[config.mk]
export PLATFORM = sky130hd
export DESIGN_NAME = fuse_seq_top
export DESIGN_NICKNAME = d
export VERILOG_FILES = /design/src/rtl/fuse_seq_pkg.sv /design/src/rtl/fuse_check.sv /design/src/rtl/fuse_xfer.sv /design/src/rtl/fuse_rel.sv /design/src/rtl/fuse_seq_top.sv
export SDC_FILE = /design/constraint.sdc
export NUM_CORES = 1
export LEC_CHECK = 0
export ABC_AREA = 1
export BUFFER_PORTS_ARGS = -buffer_cell sky130_fd_sc_hd__clkbuf_2
export CORE_UTILIZATION = 51
export CTS_CLUSTER_SIZE = 16
export DETAILED_ROUTE_END_ITERATION = 8
export GPL_TIMING_DRIVEN = 0
export PLACE_DENSITY = 0.89
export SETUP_SLACK_MARGIN = 0.02
export SLEW_MARGIN = 10
export SYNTH_ARGS = -nofsm -noshare
export SYNTH_HDL_FRONTEND = slang
export SYNTH_HIERARCHICAL = 1
export SYNTH_SLANG_ARGS = --single-unit
[constraint.sdc]
create_clock -name clk -period 1.65 [get_ports clk]
set_input_delay 0.0825 -clock clk [delete_from_list [all_inputs] [get_ports clk]]
set_output_delay 0.0825 -clock clk [all_outputs]
set_load 0.01 [all_outputs]
[src/rtl/fuse_seq_pkg.sv]
package fuse_seq_pkg;

    localparam int CLK_LSB = 0;
    localparam int CLK_W   = 4;
    localparam int MEM_LSB = 4;
    localparam int MEM_W   = 4;
    localparam int SEC_LSB = 8;
    localparam int SEC_W   = 8;

    typedef enum logic [2:0] {
        CAUSE_NONE = 3'd0,
        CAUSE_XFER = 3'd1,
        CAUSE_TMO  = 3'd2,
        CAUSE_AUTH = 3'd3,
        CAUSE_ENC  = 3'd4,
        CAUSE_KSRC = 3'd5,
        CAUSE_KLEN = 3'd6
    } cause_e;

    typedef enum logic [2:0] {
        ST_REQ   = 3'd0,
        ST_CHECK = 3'd1,
        ST_DIST  = 3'd2,
        ST_RUN   = 3'd3,
        ST_LOCK  = 3'd4
    } state_e;

    // packed MSB first: klen [7:6], ksrc [5:4], enc [3:2], auth [1:0]
    typedef struct packed {
        logic [1:0] klen;
        logic [1:0] ksrc;
        logic [1:0] enc;
        logic [1:0] auth;
    } sec_t;

    // three legal codes: everything except all-ones
    function automatic logic tri_code_ok(input logic [1:0] c);
        return c != 2'b11;
    endfunction

    // two legal codes: upper bit must be clear
    function automatic logic duo_code_ok(input logic [1:0] c);
        return c[1] == 1'b0;
    endfunction

endpackage

[src/rtl/fuse_check.sv]
module fuse_check
    import fuse_seq_pkg::*;
(
    input  sec_t   sec_i,
    output logic   ok_o,
    output cause_e cause_o
);

    // fixed priority: auth, enc, key source, key length
    always_comb begin
        cause_o = CAUSE_NONE;
        if (!tri_code_ok(sec_i.auth)) begin
            cause_o = CAUSE_AUTH;
        end else if (!tri_code_ok(sec_i.enc)) begin
            cause_o = CAUSE_ENC;
        end else if (!duo_code_ok(sec_i.ksrc)) begin
            cause_o = CAUSE_KSRC;
        end else if (!tri_code_ok(sec_i.klen)) begin
            cause_o = CAUSE_KLEN;
        end
        ok_o = (cause_o == CAUSE_NONE);
    end

endmodule

[src/rtl/fuse_xfer.sv]
module fuse_xfer #(
    parameter int WORD_W  = 16,
    parameter int N_WORDS = 2,
    parameter int TIMEOUT = 64
) (
    input  logic                      clk,
    input  logic                      rst_n,
    input  logic                      clear_i,
    input  logic                      active_i,
    input  logic                      valid_i,
    input  logic                      err_i,
    input  logic [WORD_W-1:0]         word_i,
    output logic [WORD_W*N_WORDS-1:0] shadow_o,
    output logic                      done_o,
    output logic                      err_o,
    output logic                      tmo_o
);

    localparam int FUSE_W = WORD_W * N_WORDS;
    localparam int IDX_W  = (N_WORDS > 1) ? $clog2(N_WORDS) : 1;
    localparam int TMO_W  = $clog2(TIMEOUT + 1);

    typedef struct packed {
        logic [FUSE_W-1:0] shadow;
        logic [IDX_W-1:0]  idx;
        logic [TMO_W-1:0]  tcnt;
    } xfer_t;

    xfer_t q, d;

    always_comb begin
        d      = q;
        done_o = 1'b0;
        err_o  = 1'b0;
        tmo_o  = 1'b0;
        if (clear_i) begin
            d = '0;
        end else if (active_i) begin
            if (valid_i) begin
                d.tcnt = '0;
                if (err_i) begin
                    err_o = 1'b1;
                end else begin
                    d.shadow[int'(q.idx)*WORD_W +: WORD_W] = word_i;
                    if (q.idx == IDX_W'(N_WORDS - 1)) begin
                        done_o = 1'b1;
                        d.idx  = '0;
                    end else begin
                        d.idx = q.idx + 1'b1;
                    end
                end
            end else if (q.tcnt == TMO_W'(TIMEOUT - 1)) begin
                tmo_o  = 1'b1;
                d.tcnt = '0;
            end else begin
                d.tcnt = q.tcnt + 1'b1;
            end
        end
    end

    always_ff @(posedge clk or negedge rst_n) begin
        if (!rst_n) q <= '0;
        else        q <= d;
    end

    assign shadow_o = q.shadow;

endmodule

[src/rtl/fuse_rel.sv]
module fuse_rel #(
    parameter int NSYS = 3
) (
    input  logic            clk,
    input  logic            rst_n,
    input  logic            clear_i,
    input  logic            start_i,
    output logic [NSYS-1:0] sys_rel_o,
    output logic            per_rel_o,
    output logic            cpu_rel_o
);

    localparam int LAST  = NSYS + 2;
    localparam int STG_W = $clog2(LAST + 1);

    logic [STG_W-1:0] stage_q, stage_d;

    always_comb begin
        stage_d = stage_q;
        if (clear_i) begin
            stage_d = '0;
        end else if (start_i && stage_q == '0) begin
            stage_d = STG_W'(1);
        end else if (stage_q != '0 && stage_q < STG_W'(LAST)) begin
            stage_d = stage_q + 1'b1;
        end
    end

    always_ff @(posedge clk or negedge rst_n) begin
        if (!rst_n) stage_q <= '0;
        else        stage_q <= stage_d;
    end

    for (genvar g = 0; g < NSYS; g++) begin : g_sys
        assign sys_rel_o[g] = (stage_q > STG_W'(g));
    end

    assign per_rel_o = (stage_q > STG_W'(NSYS));
    assign cpu_rel_o = (stage_q > STG_W'(NSYS + 1));

endmodule

[src/rtl/fuse_seq_top.sv]
module fuse_seq_top
    import fuse_seq_pkg::*;
#(
    parameter int WORD_W  = 16,
    parameter int N_WORDS = 2,
    parameter int TIMEOUT = 64,
    parameter int NSYS    = 3,
    parameter int ADDR_W  = 2,
    parameter int DATA_W  = 32
) (
    input  logic              clk,
    input  logic              rst_n,
    input  logic              reconfig_i,
    output logic              cfg_req_o,
    input  logic              cfg_valid_i,
    input  logic              cfg_err_i,
    input  logic [WORD_W-1:0] cfg_word_i,
    output logic [NSYS-1:0]   sys_rst_n_o,
    output logic              periph_rst_n_o,
    output logic              periph_secure_o,
    output logic              cpu_rst_n_o,
    output logic [CLK_W-1:0]  clk_fuse_o,
    output logic [MEM_W-1:0]  mem_fuse_o,
    input  logic [ADDR_W-1:0] rd_addr_i,
    output logic [DATA_W-1:0] rd_data_o
);

    localparam int FUSE_W = WORD_W * N_WORDS;

    typedef struct packed {
        state_e           st;
        logic             err;
        cause_e           cause;
        logic             secure;
        logic [CLK_W-1:0] clkf;
        logic [MEM_W-1:0] memf;
        sec_t             sec;
    } seq_t;

    seq_t q, d;

    logic [FUSE_W-1:0] shadow;
    logic              xfer_done, xfer_err, xfer_tmo;
    logic              chk_ok;
    cause_e            chk_cause;
    logic              rel_start;
    logic [NSYS-1:0]   sys_rel;
    logic              per_rel, cpu_rel;
    logic              lock_flag;
    logic              unused_hi;
    logic [DATA_W-1:0] status;

    fuse_xfer #(
        .WORD_W (WORD_W),
        .N_WORDS(N_WORDS),
        .TIMEOUT(TIMEOUT)
    ) xfer_i (
        .clk     (clk),
        .rst_n   (rst_n),
        .clear_i (reconfig_i),
        .active_i(q.st == ST_REQ),
        .valid_i (cfg_valid_i),
        .err_i   (cfg_err_i),
        .word_i  (cfg_word_i),
        .shadow_o(shadow),
        .done_o  (xfer_done),
        .err_o   (xfer_err),
        .tmo_o   (xfer_tmo)
    );

    fuse_check check_i (
        .sec_i  (sec_t'(shadow[SEC_LSB +: SEC_W])),
        .ok_o   (chk_ok),
        .cause_o(chk_cause)
    );

    fuse_rel #(
        .NSYS(NSYS)
    ) rel_i (
        .clk      (clk),
        .rst_n    (rst_n),
        .clear_i  (reconfig_i),
        .start_i  (rel_start),
        .sys_rel_o(sys_rel),
        .per_rel_o(per_rel),
        .cpu_rel_o(cpu_rel)
    );

    always_comb begin
        d         = q;
        rel_start = 1'b0;
        if (reconfig_i) begin
            d    = '0;
            d.st = ST_REQ;
        end else begin
            unique case (q.st)
                ST_REQ: begin
                    if (xfer_err) begin
                        d.st    = ST_LOCK;
                        d.err   = 1'b1;
                        d.cause = CAUSE_XFER;
                    end else if (xfer_tmo) begin
                        d.st    = ST_LOCK;
                        d.err   = 1'b1;
                        d.cause = CAUSE_TMO;
                    end else if (xfer_done) begin
                        d.st = ST_CHECK;
                    end
                end
                ST_CHECK: begin
                    if (!chk_ok) begin
                        d.st    = ST_LOCK;
                        d.err   = 1'b1;
                        d.cause = chk_cause;
                    end else begin
                        d.st     = ST_DIST;
                        d.secure = 1'b1;
                        d.clkf   = shadow[CLK_LSB +: CLK_W];
                        d.memf   = shadow[MEM_LSB +: MEM_W];
                        d.sec    = sec_t'(shadow[SEC_LSB +: SEC_W]);
                    end
                end
                ST_DIST: begin
                    rel_start = 1'b1;
                    d.st      = ST_RUN;
                end
                default: ;
            endcase
        end
    end

    always_ff @(posedge clk or negedge rst_n) begin
        if (!rst_n) q <= '0;
        else        q <= d;
    end

    assign unused_hi       = ^shadow[FUSE_W-1:SEC_LSB+SEC_W];
    assign lock_flag       = q.err;
    assign cfg_req_o       = (q.st == ST_REQ);
    assign sys_rst_n_o     = sys_rel;
    assign periph_rst_n_o  = per_rel;
    assign periph_secure_o = q.secure;
    assign cpu_rst_n_o     = cpu_rel;
    assign clk_fuse_o      = q.clkf;
    assign mem_fuse_o      = q.memf;
    assign status          = DATA_W'({q.cause, 2'b00, q.err, cpu_rel});

    always_comb begin
        case (rd_addr_i)
            ADDR_W'(0): rd_data_o = DATA_W'(q.sec);
            ADDR_W'(1): rd_data_o = status;
            default:    rd_data_o = '0;
        endcase
    end

endmodule

==> results_dict.tcl, run 1 <==
set metrics [dict create \
    initial_utilization_pct 52.85 \
    dpl.hpwl_mm 4.447 \
    num_rows 28 \
    antenna_left 0 \
    finalMaxSlewViolations 0 \
    max_cap_violations 0 \
    seqPwrFrac_pct 38.2 \
    routed_wl_mm 6.852 \
    whs_path_depth 3 \
    synthCells 395 \
    avgSynthCellArea_um2 7.875 \
    p_int_w 0.002474 \
    fin_crit_sh_pct 103.9 \
    clk_latency_ps 300 \
    antenna_found_initial 0 \
    drc 0 \
    nFillCells 455 \
    gp_congestion 0.8408 \
    grt_usage_pct 20.04 \
    cts_buffers 5 \
    num_antenna_cells 0 \
    fmaxAchievable_ghz 0.5835 \
    clkPwrFrac_pct 17.4 \
    area_growth_pct 26.99 \
    end_kind "register" \
    ir_worst_vdd_v 0.0008065 \
    crit_chain "ha_2, inv_2, nor2_2, nand2_2, nor4_2, inv_1, nand2_2, nor2_2, nand2_2, nand3_2, nand2_1, nand2_1" \
    clk_pin_slew_ps 90 \
    rrSetupSlack_ps -60 \
    min_to "xfer_i/shadow_o[4]$_DFFE_PN0P_" \
    slew_headroom_pct 57.64 \
    clock-root-buffer "clkbuf_8" \
    slowest_delay_ps 380 \
    tightest_slew_ps 635.4 \
    viasPerCell 4.743 \
    combPwrFrac_pct 44.3 \
    setup_viol 6 \
    clock_skew_ps 3.603 \
    die_h_um 80.10 \
    synth_area_um2 3110 \
    grt_pass1_vias 2379 \
    violations "setup timing" \
    rsz0062_at_grt "true" \
    portBuffers 45 \
    cp_data_required_time_ps 1850 \
    p_leak_nw 2.296 \
    core_area_um2 5886 \
    outcome "finished with violations" \
    nets 529 \
    drt-wirelength-per-cell_um 11.90 \
    rr_startpoint "xfer_i/q[1]$_DFFE_PN0N_" \
    fin_ws_ps -63.85 \
    p_per_area_nw_per_um2 1032 \
    ys.warnings.count 6 \
    dr_total_vias 2732 \
    min_from "cfg_word_i[4]" \
    p_sw_w 0.001604 \
    design_area_um2 3950 \
    dieWidth_um 80.10 \
    drtIter0Drc 163 \
    drt_pass1_iterations 6 \
    io_pins 70 \
    r2r-end "q[18]$_DFFE_PN0P_" \
    grt.overflow.total 0 \
    drive_gt1_share_pct 36.73 \
    cts_num_sinks 51 \
    place_area_um2 3518 \
    fin_setup_tns_ps -273.5 \
    die-area_um2 6415 \
    period_needed_ps 1714 \
    dp_cells 538 \
    cts_tree "built" \
    switching_share_pct 39.33 \
    clk_path_buf_depth 2 \
    grt_pass1_wl_mm 10.12 \
    finalPower_w 0.004077 \
    critPathKind "register to register" \
    htreeDepth 2 \
    grt_max_degree 52 \
    worstPathMaxFanout 4 \
    worstSetupStartpointType "register" \
    hold_violations 0 \
    r2r_cells 12 \
    slowest_stage "dfrtp_1" \
    arrival_ps 1910 \
    path_common_cell "nand2_2" \
    min_path_type "input pin to register" \
    final_cell_count_no_fill 576 \
]
[metrics by stage]
step           utilization, %  setup WS (ps)  hold slack [ps]
3_5_place_dp            59.78         -145.5            313.4
2_1_floorplan               -          40.83           -213.1
5_1_grt                 67.11         -216.8            3.169
3_3_place_gp            59.78         -104.5            308.5
6_report                67.11         -63.85           0.6967
4_1_cts                 64.20          1.223           0.2387
[power groups by stage]
stage	clock [W]	sequential, W	combinational [W]
6_report	0.000711	0.00156	0.00181
5_1_grt	0.000772	0.00158	0.00199
4_1_cts	0.000725	0.00155	0.00164
3_5_place_dp	0	0.00159	0.00142
3_3_place_gp	0	0.00158	0.00137
2_1_floorplan	0	0.00156	0.00108
[worst max path at each step]
stage	start	end	slack (ps)	cells after the start
after floorplan	q[21]$_DFFE_PN0P_	lock_flag$_DFFE_PN0P_	40	12
after global placement	q[21]$_DFFE_PN0P_	lock_flag$_DFFE_PN0P_	-100	12
after detailed placement	q[21]$_DFFE_PN0P_	q[19]$_DFFE_PN0P_	-150	12
after CTS	q[23]$_DFFE_PN0P_	q[18]$_DFFE_PN0P_	1	12
after global routing	xfer_i/q[0]$_DFFE_PN0N_	q[18]$_DFFE_PN0P_	-220	12
final	xfer_i/q[1]$_DFFE_PN0N_	q[18]$_DFFE_PN0P_	-60	12
[placed cells by master, fill, tap and decap left out, types with 3 or more instances in the layout]
cell type / count
a21oi_1: 9
buf_4: 69
buf_6: 7
clkbuf_2: 45
clkbuf_8: 5
conb_1: 24
dfrtp_1: 48
dfrtp_2: 3
dlygate4sd3_1: 8
ha_1: 5
inv_1: 47
inv_2: 10
nand2_1: 90
nand2_2: 10
nand2_4: 5
nand3_1: 26
nand3_2: 3
nand3_4: 3
nand4_1: 3
nor2_1: 18
nor2_2: 7
nor2_4: 4
o21ai_0: 21
o21ai_1: 14
[flip-flops by register name (all words and copies together) (netlist names)]
register         flops
clk_fuse_o           4
rel_i/stage_q        3
periph_secure_o      1
xfer_i/q             8
lock_flag            1
mem_fuse_o           4
q                   14
xfer_i/shadow_o     16
[timing repair]
item                                    4_1_cts  5_1_grt
hold buffers                                  7        1
gates cloned                                  1        0
gates resized for setup                       6       27
endpoints found under the setup margin       19       35
buffers inserted                             11       11
pin swaps                                     5        4
hold endpoints to repair                      7       51
[critical path, delay by kind of cell, from the launching register on]
family	cells	cell delay [ps]
buffers and inverters	2	150
and+or+nand+nor	9	860
DFF	1	380
adders and majority gates	1	200
[cell type report]
class / instances / area [µm²] / share of cell area, %
multi-input cells: 254 / 1363 / 34.49
flip-flops and latches: 51 / 1280 / 32.40
repair buffers: 76 / 491.7 / 12.45
plain buffers: 54 / 414.1 / 10.48
inverters: 58 / 220.2 / 5.575
well taps: 75 / 93.84 / 2.376
clock buffers: 5 / 68.82 / 1.742
clock inverters: 3 / 18.77 / 0.4751
[metal layers]
metal / GRT usage (%) / vias to the layer above / share of wire (%)
li1: - / 1364 / -
met1: 24.43 / 1261 / 41
met2: 35.56 / 93 / 52
met3: 3.864 / 14 / 5.0
met4: 6.250 / 0 / 1.8
met5: 0 / - / 0
No activity file was read; power rests on OpenSTA's default activity.
==> inputs of run 2 (changes only) <==
--- a/config.mk
+++ b/config.mk
@@ -7,11 +7,12 @@
 export LEC_CHECK = 0
 export ABC_AREA = 1
 export BUFFER_PORTS_ARGS = -buffer_cell sky130_fd_sc_hd__clkbuf_2
-export CORE_UTILIZATION = 51
+export CORE_UTILIZATION = 57
 export CTS_CLUSTER_SIZE = 16
 export DETAILED_ROUTE_END_ITERATION = 8
 export GPL_TIMING_DRIVEN = 0
-export PLACE_DENSITY = 0.89
+export PLACE_DENSITY = 0.93
+export RECOVER_POWER = 100
 export SETUP_SLACK_MARGIN = 0.02
 export SLEW_MARGIN = 10
 export SYNTH_ARGS = -nofsm -noshare
==> constraint.sdc (replaced) <==
create_clock -name clk -period 1.8 [get_ports clk]
set_input_delay 0.09 -clock clk [delete_from_list [all_inputs] [get_ports clk]]
set_output_delay 0.09 -clock clk [all_outputs]
set_load 0.01 [all_outputs]
==> run 2 against run 1 <==
Register-to-register slack improved by 90 ps. Power fell by 6.8%. Flip-flop and latch count did not move. Final cell count fell by 2.1%. Die area fell by 10%. The flow now finishes without violations. Clock power rose by 13%. Sequential power fell by 8%. Non-clock buffer count fell by 7. Combinational power fell by 14%. Final area fell by 1.9%. Utilization rose by 7.8 points.
==> results_dict.tcl, run 2 (synthesis gave the netlist of run 1 again) <==
set metrics [dict create \
    drt_pass1_iterations 4 \
    p_per_area_nw_per_um2 981.0 \
    tightest_slew_ps 1231 \
    portBuffers 45 \
    max_cap_violations 0 \
    dieWidth_um 75.87 \
    fin_crit_sh_pct 98.35 \
    initial_utilization_pct 60.14 \
    finalMaxSlewViolations 0 \
    grt_pass1_wl_mm 9.867 \
    worstPathMaxFanout 3 \
    cts_buffers 5 \
    gp_congestion 0.8364 \
    io_pins 70 \
    clk_latency_ps 310 \
    p_leak_nw 2.163 \
    drive_gt1_share_pct 30.97 \
    clk_pin_slew_ps 90 \
    viasPerCell 4.805 \
    outcome "finished, final reports clean" \
    num_antenna_cells 0 \
    htreeDepth 2 \
    die-area_um2 5756 \
    final_cell_mix "89 x nand2_1, 58 x buf_4, 49 x inv_1, 49 x dfrtp_1, 30 x clkbuf_2" \
    cts_num_sinks 51 \
    drtIter0Drc 152 \
    area_growth_pct 24.54 \
    dr_total_vias 2710 \
    ir_worst_vdd_v 0.0005077 \
    num_rows 26 \
    largest_reg_flops 16 \
    grt_usage_pct 22.89 \
    core_area_um2 5172 \
    worstSetupStartpointType "register" \
    dp_cells 533 \
    routed_wl_mm 6.643 \
    design_area_um2 3874 \
    final_cell_count_no_fill 564 \
    critPathKind "register to register" \
    clock_skew_ps 6.818 \
    rsz0062_at_grt "true" \
    grt_pass1_vias 2352 \
    min_path_type "input pin to asynchronous set/reset pin" \
    arrival_ps 2020 \
    grt.overflow.total 0 \
    fmaxAchievable_ghz 0.5649 \
    die_h_um 75.87 \
    clk_path_buf_depth 2 \
    nets 522 \
    end_kind "register" \
    cp_data_required_time_ps 2050 \
    antenna_left 0 \
    antenna_found_initial 0 \
    setup_viol 0 \
    drt-wirelength-per-cell_um 11.78 \
    clock-root-buffer "clkbuf_8" \
    place_area_um2 3510 \
    grt_max_degree 52 \
    slew_headroom_pct 17.94 \
    period_needed_ps 1770 \
    cts_tree "built" \
    finalPower_w 0.003800 \
    final_common_cell "nand2_1" \
    dpl.hpwl_mm 4.345 \
    hold_violations 0 \
    drc 0 \
]
run 2: cell types whose count changed in the layout (fill, tap and decap cells not counted), moves of 4 or more:
cell / previous run / this run
nand2_2: 10 / 15
clkbuf_2: 45 / 30
buf_6: 7 / 3
clkbuf_1: 1 / 17
nand2_4: 5 / 1
dlygate4sd3_1: 8 / 13
buf_4: 69 / 58
run 2: path summary, 6_finish.rpt:
check,from,to,slack (ps),cells past startpoint
max,xfer_i/q[0]$_DFFE_PN0N_,q[17]$_DFFE_PN0P_,30,13
min,rst_n,xfer_i/q[5]$_DFFE_PN0N_,30,1
max reg2reg,xfer_i/q[0]$_DFFE_PN0N_,q[17]$_DFFE_PN0P_,30,13
min reg2reg,xfer_i/shadow_o[5]$_DFFE_PN0P_,xfer_i/shadow_o[5]$_DFFE_PN0P_,500,2
max in group asynchronous,rst_n,q[23]$_DFFE_PN0P_,950,1
min in group clk,cfg_word_i[15],xfer_i/shadow_o[15]$_DFFE_PN0P_,30,3
run 2: area by class of cell:
| cell class | instances | area, µm² |
|---|---|---|
| tap | 70 | 87.58 |
| timing repair buffer | 68 | 407.9 |
| clock inverter | 3 | 47.55 |
| sequential | 51 | 1279 |
| buffer | 55 | 415.4 |
| fill | 386 | 1299 |
| inverter | 58 | 222.7 |
| multi-input combinational | 254 | 1345 |
| clock buffer | 5 | 68.82 |
run 2: critical path, stage by stage, from the launching register on:
cell and delay (ps):
dfrtp_1 380, ha_2 190, inv_2 50, nor2_2 100, nand2_2 90, nor4_4 220
inv_1 100, nand2_2 90, nor2_2 40, nand2_2 110, nand2_2 70, nor2_4 140
nand2_2 60, nand2_1 60
run 2: per-stage QoR:
stage               setup WS [ps]  hold slack, ps  setup TNS, ps  utilization, %
floorplan                   158.7          -205.6              0               -
finish                      29.62           28.59              0           74.89
global route               -86.53           19.48         -331.5           74.89
CTS                         34.15           7.782              0           72.98
detailed placement         -45.43           315.0         -169.9           67.85
global placement            3.807           312.5              0           67.85
run 2: metal layers:
metal	wire (µm)	part of all wire (%)	track usage [%]	up-vias
met5	0	0	0	-
met4	149	2.2	8.848	0
met3	333	5.0	3.968	16
met2	3419	51	39.53	85
met1	2740	41	28.60	1255
li1	-	-	-	1354
run 2: report_power, final:
part / internal [W] / switching (W) / total (W)
Sequential: 0.00129 / 0.000144 / 0.00144
Clock: 0.000421 / 0.000383 / 0.000804
Combinational: 0.000625 / 0.000933 / 0.00156
Total: 0.00234 / 0.00146 / 0.00380
run 2: repair_timing:
item                                    CTS  global route
resized for setup                         4            16
cloned                                    0             1
pin swaps                                 0             7
hold buffers                             13             0
buffers inserted                          1             8
hold endpoints to repair                 13             0
endpoints found under the setup margin    7             8
==> inputs of run 3 (changes only) <==
==> constraint.sdc (replaced) <==
create_clock -name clk -period 1.8 [get_ports clk]
set_input_delay 0.18 -clock clk [delete_from_list [all_inputs] [get_ports clk]]
set_output_delay 0.18 -clock clk [all_outputs]
set_load 0.01 [all_outputs]
==> run 3 against run 2 <==
Worst hold slack improved by 44 ps. Via count fell by 3.9%. Global-route usage fell by 1.0 points.
==> results_dict.tcl, run 3 (synthesis gave the netlist of run 1 again) <==
set metrics [dict create \
    viasPerCell 4.726 \
    num_rows 26 \
    cts_tree "built" \
    finish.utilization_pct 72.50 \
    min_to "xfer_i/shadow_o[6]$_DFFE_PN0P_" \
    num_antenna_cells 0 \
    drc 0 \
    period_needed_ps 1755 \
    drt-wirelength-per-cell_um 11.03 \
    cp_data_required_time_ps 2050 \
    portBuffers 45 \
    rrSetupSlack_ps 40 \
    initial_utilization_pct 60.14 \
    gp_congestion 0.8364 \
    dr_total_vias 2604 \
    p_leak_nw 2.126 \
    setup_viol 0 \
    grt.met1_usage_pct 28.17 \
    clock-root-buffer "clkbuf_8" \
    final_cell_mix "89 x nand2_1, 58 x buf_4, 49 x inv_1, 49 x dfrtp_1, 35 x clkbuf_2" \
    ir_worst_vdd_v 0.0004781 \
    rsz0062_at_grt "true" \
    critPathKind "register to register" \
    final_cell_count_no_fill 551 \
    end_kind "register" \
    htreeDepth 2 \
    routed_wl_mm 6.080 \
    worstPathMaxFanout 3 \
    dpl.hpwl_mm 4.345 \
    worstSetupStartpointType "register" \
    min_path_type "input pin to register" \
    die_h_um 75.87 \
    arrival_ps 2000 \
    grt_usage_pct 21.84 \
    drtIter0Drc 132 \
    antenna_left 0 \
    p_per_area_nw_per_um2 1003 \
    clk_latency_ps 310 \
    hold_violations 0 \
    r2r_cells 13 \
    grt_pass1_vias 2240 \
    clk_pin_slew_ps 90 \
    fin_crit_sh_pct 97.52 \
    clock_skew_ps 9.450 \
    cts_buffers 5 \
    r2r-end "q[17]$_DFFE_PN0P_" \
    slew_headroom_pct 17.61 \
    finalPower_w 0.003762 \
    cts_num_sinks 51 \
    tightest_slew_ps 1236 \
    clk_path_buf_depth 2 \
    globalRoute.busiestLayer "met2" \
    min_from "cfg_word_i[6]" \
    fmaxAchievable_ghz 0.5697 \
    finalMaxSlewViolations 0 \
    grt.overflow.total 0 \
    dp_cells 533 \
    grt.met2_usage_pct 36.87 \
    area_growth_pct 20.56 \
    drive_gt1_share_pct 32.85 \
    outcome "finished, final reports clean" \
    whs_path_depth 3 \
    dpl_worst_slack_ps -45.43 \
    grtUsageMet3_pct 3.704 \
    nFillCells 399 \
    antenna_found_initial 0 \
    final_common_cell "nand2_1" \
    grt_pass1_wl_mm 9.425 \
    die-area_um2 5756 \
    nets 509 \
    fin_ws_ps 44.71 \
    grt_max_degree 52 \
    drt_pass1_iterations 4 \
    core_area_um2 5172 \
    largest_reg_flops 16 \
    io_pins 70 \
    max_cap_violations 0 \
    rr_startpoint "xfer_i/q[0]$_DFFE_PN0N_" \
    dieWidth_um 75.87 \
]
-- run 3: cell types whose count changed in the layout (fill, tap and decap cells not counted), sizes merged --
| cell | previous run | this run |
|---|---|---|
| dlygate4sd3 | 13 | 0 |
-- run 3: report_power, final --
group / switching [W] / internal [W]
clock: 0.000386 / 0.000421
sequential: 0.000140 / 0.00129
combinational: 0.000912 / 0.000609
total: 0.00144 / 0.00232
-- run 3: worst max-delay path: stages, from the launching register on --
cell and delay [ps]:
dfrtp_1 390, ha_2 200, inv_2 50, nor2_2 90
nand2_2 80, nor4_4 220, inv_1 100, nand2_2 90
nor2_2 40, nand2_2 110, nand2_2 70, nor2_4 130
nand2_2 60, nand2_1 50
-- run 3: routing by layer --
layer  wire, µm  part of all wire [%]
met5          0                     0
met1       2662                    44
met4         71                   1.2
met3        333                   5.5
met2       3012                    50
-- run 3: final cells by class --
cell class	count	area [µm²]	area share, %
tap	70	87.58	2.336
clock buffer	5	68.82	1.835
buffer	55	415.4	11.08
multi-input combinational	254	1345	35.87
clock inverter	3	47.55	1.268
inverter	58	222.7	5.939
timing repair buffer	55	284.0	7.574
sequential	51	1279	34.10
-- run 3: through the flow --
stage               setup TNS [ps]  cell area (µm²)  hold WS, ps
global route                -178.0             3750        63.50
global placement                 0             3510        402.5
finish                           0             3750        73.02
detailed placement          -169.9             3510        405.0
floorplan                        0             3197       -115.6
CTS                              0             3645        63.93
-- run 3: worst max-delay path by stage --
stage                                        from                     to  slack (ps)  cells past startpoint
after floorplan                 q[21]$_DFFE_PN0P_  lock_flag$_DFFE_PN0P_         160                     12
after CTS                       q[23]$_DFFE_PN0P_      q[19]$_DFFE_PN0P_          30                     12
after detailed placement        q[21]$_DFFE_PN0P_      q[19]$_DFFE_PN0P_         -50                     12
final                     xfer_i/q[0]$_DFFE_PN0N_      q[17]$_DFFE_PN0P_          40                     13
after global placement          q[21]$_DFFE_PN0P_  lock_flag$_DFFE_PN0P_           4                     12
after global routing      xfer_i/q[0]$_DFFE_PN0N_      q[17]$_DFFE_PN0P_         -70                     13
-- run 3: what timing repair did --
item | 4_1_cts | 5_1_grt
setup buffers | 1 | 8
resized for setup | 4 | 16
endpoints found under the setup margin | 7 | 9
hold buffers | 0 | 0
pin swaps | 0 | 7
cloned | 0 | 1
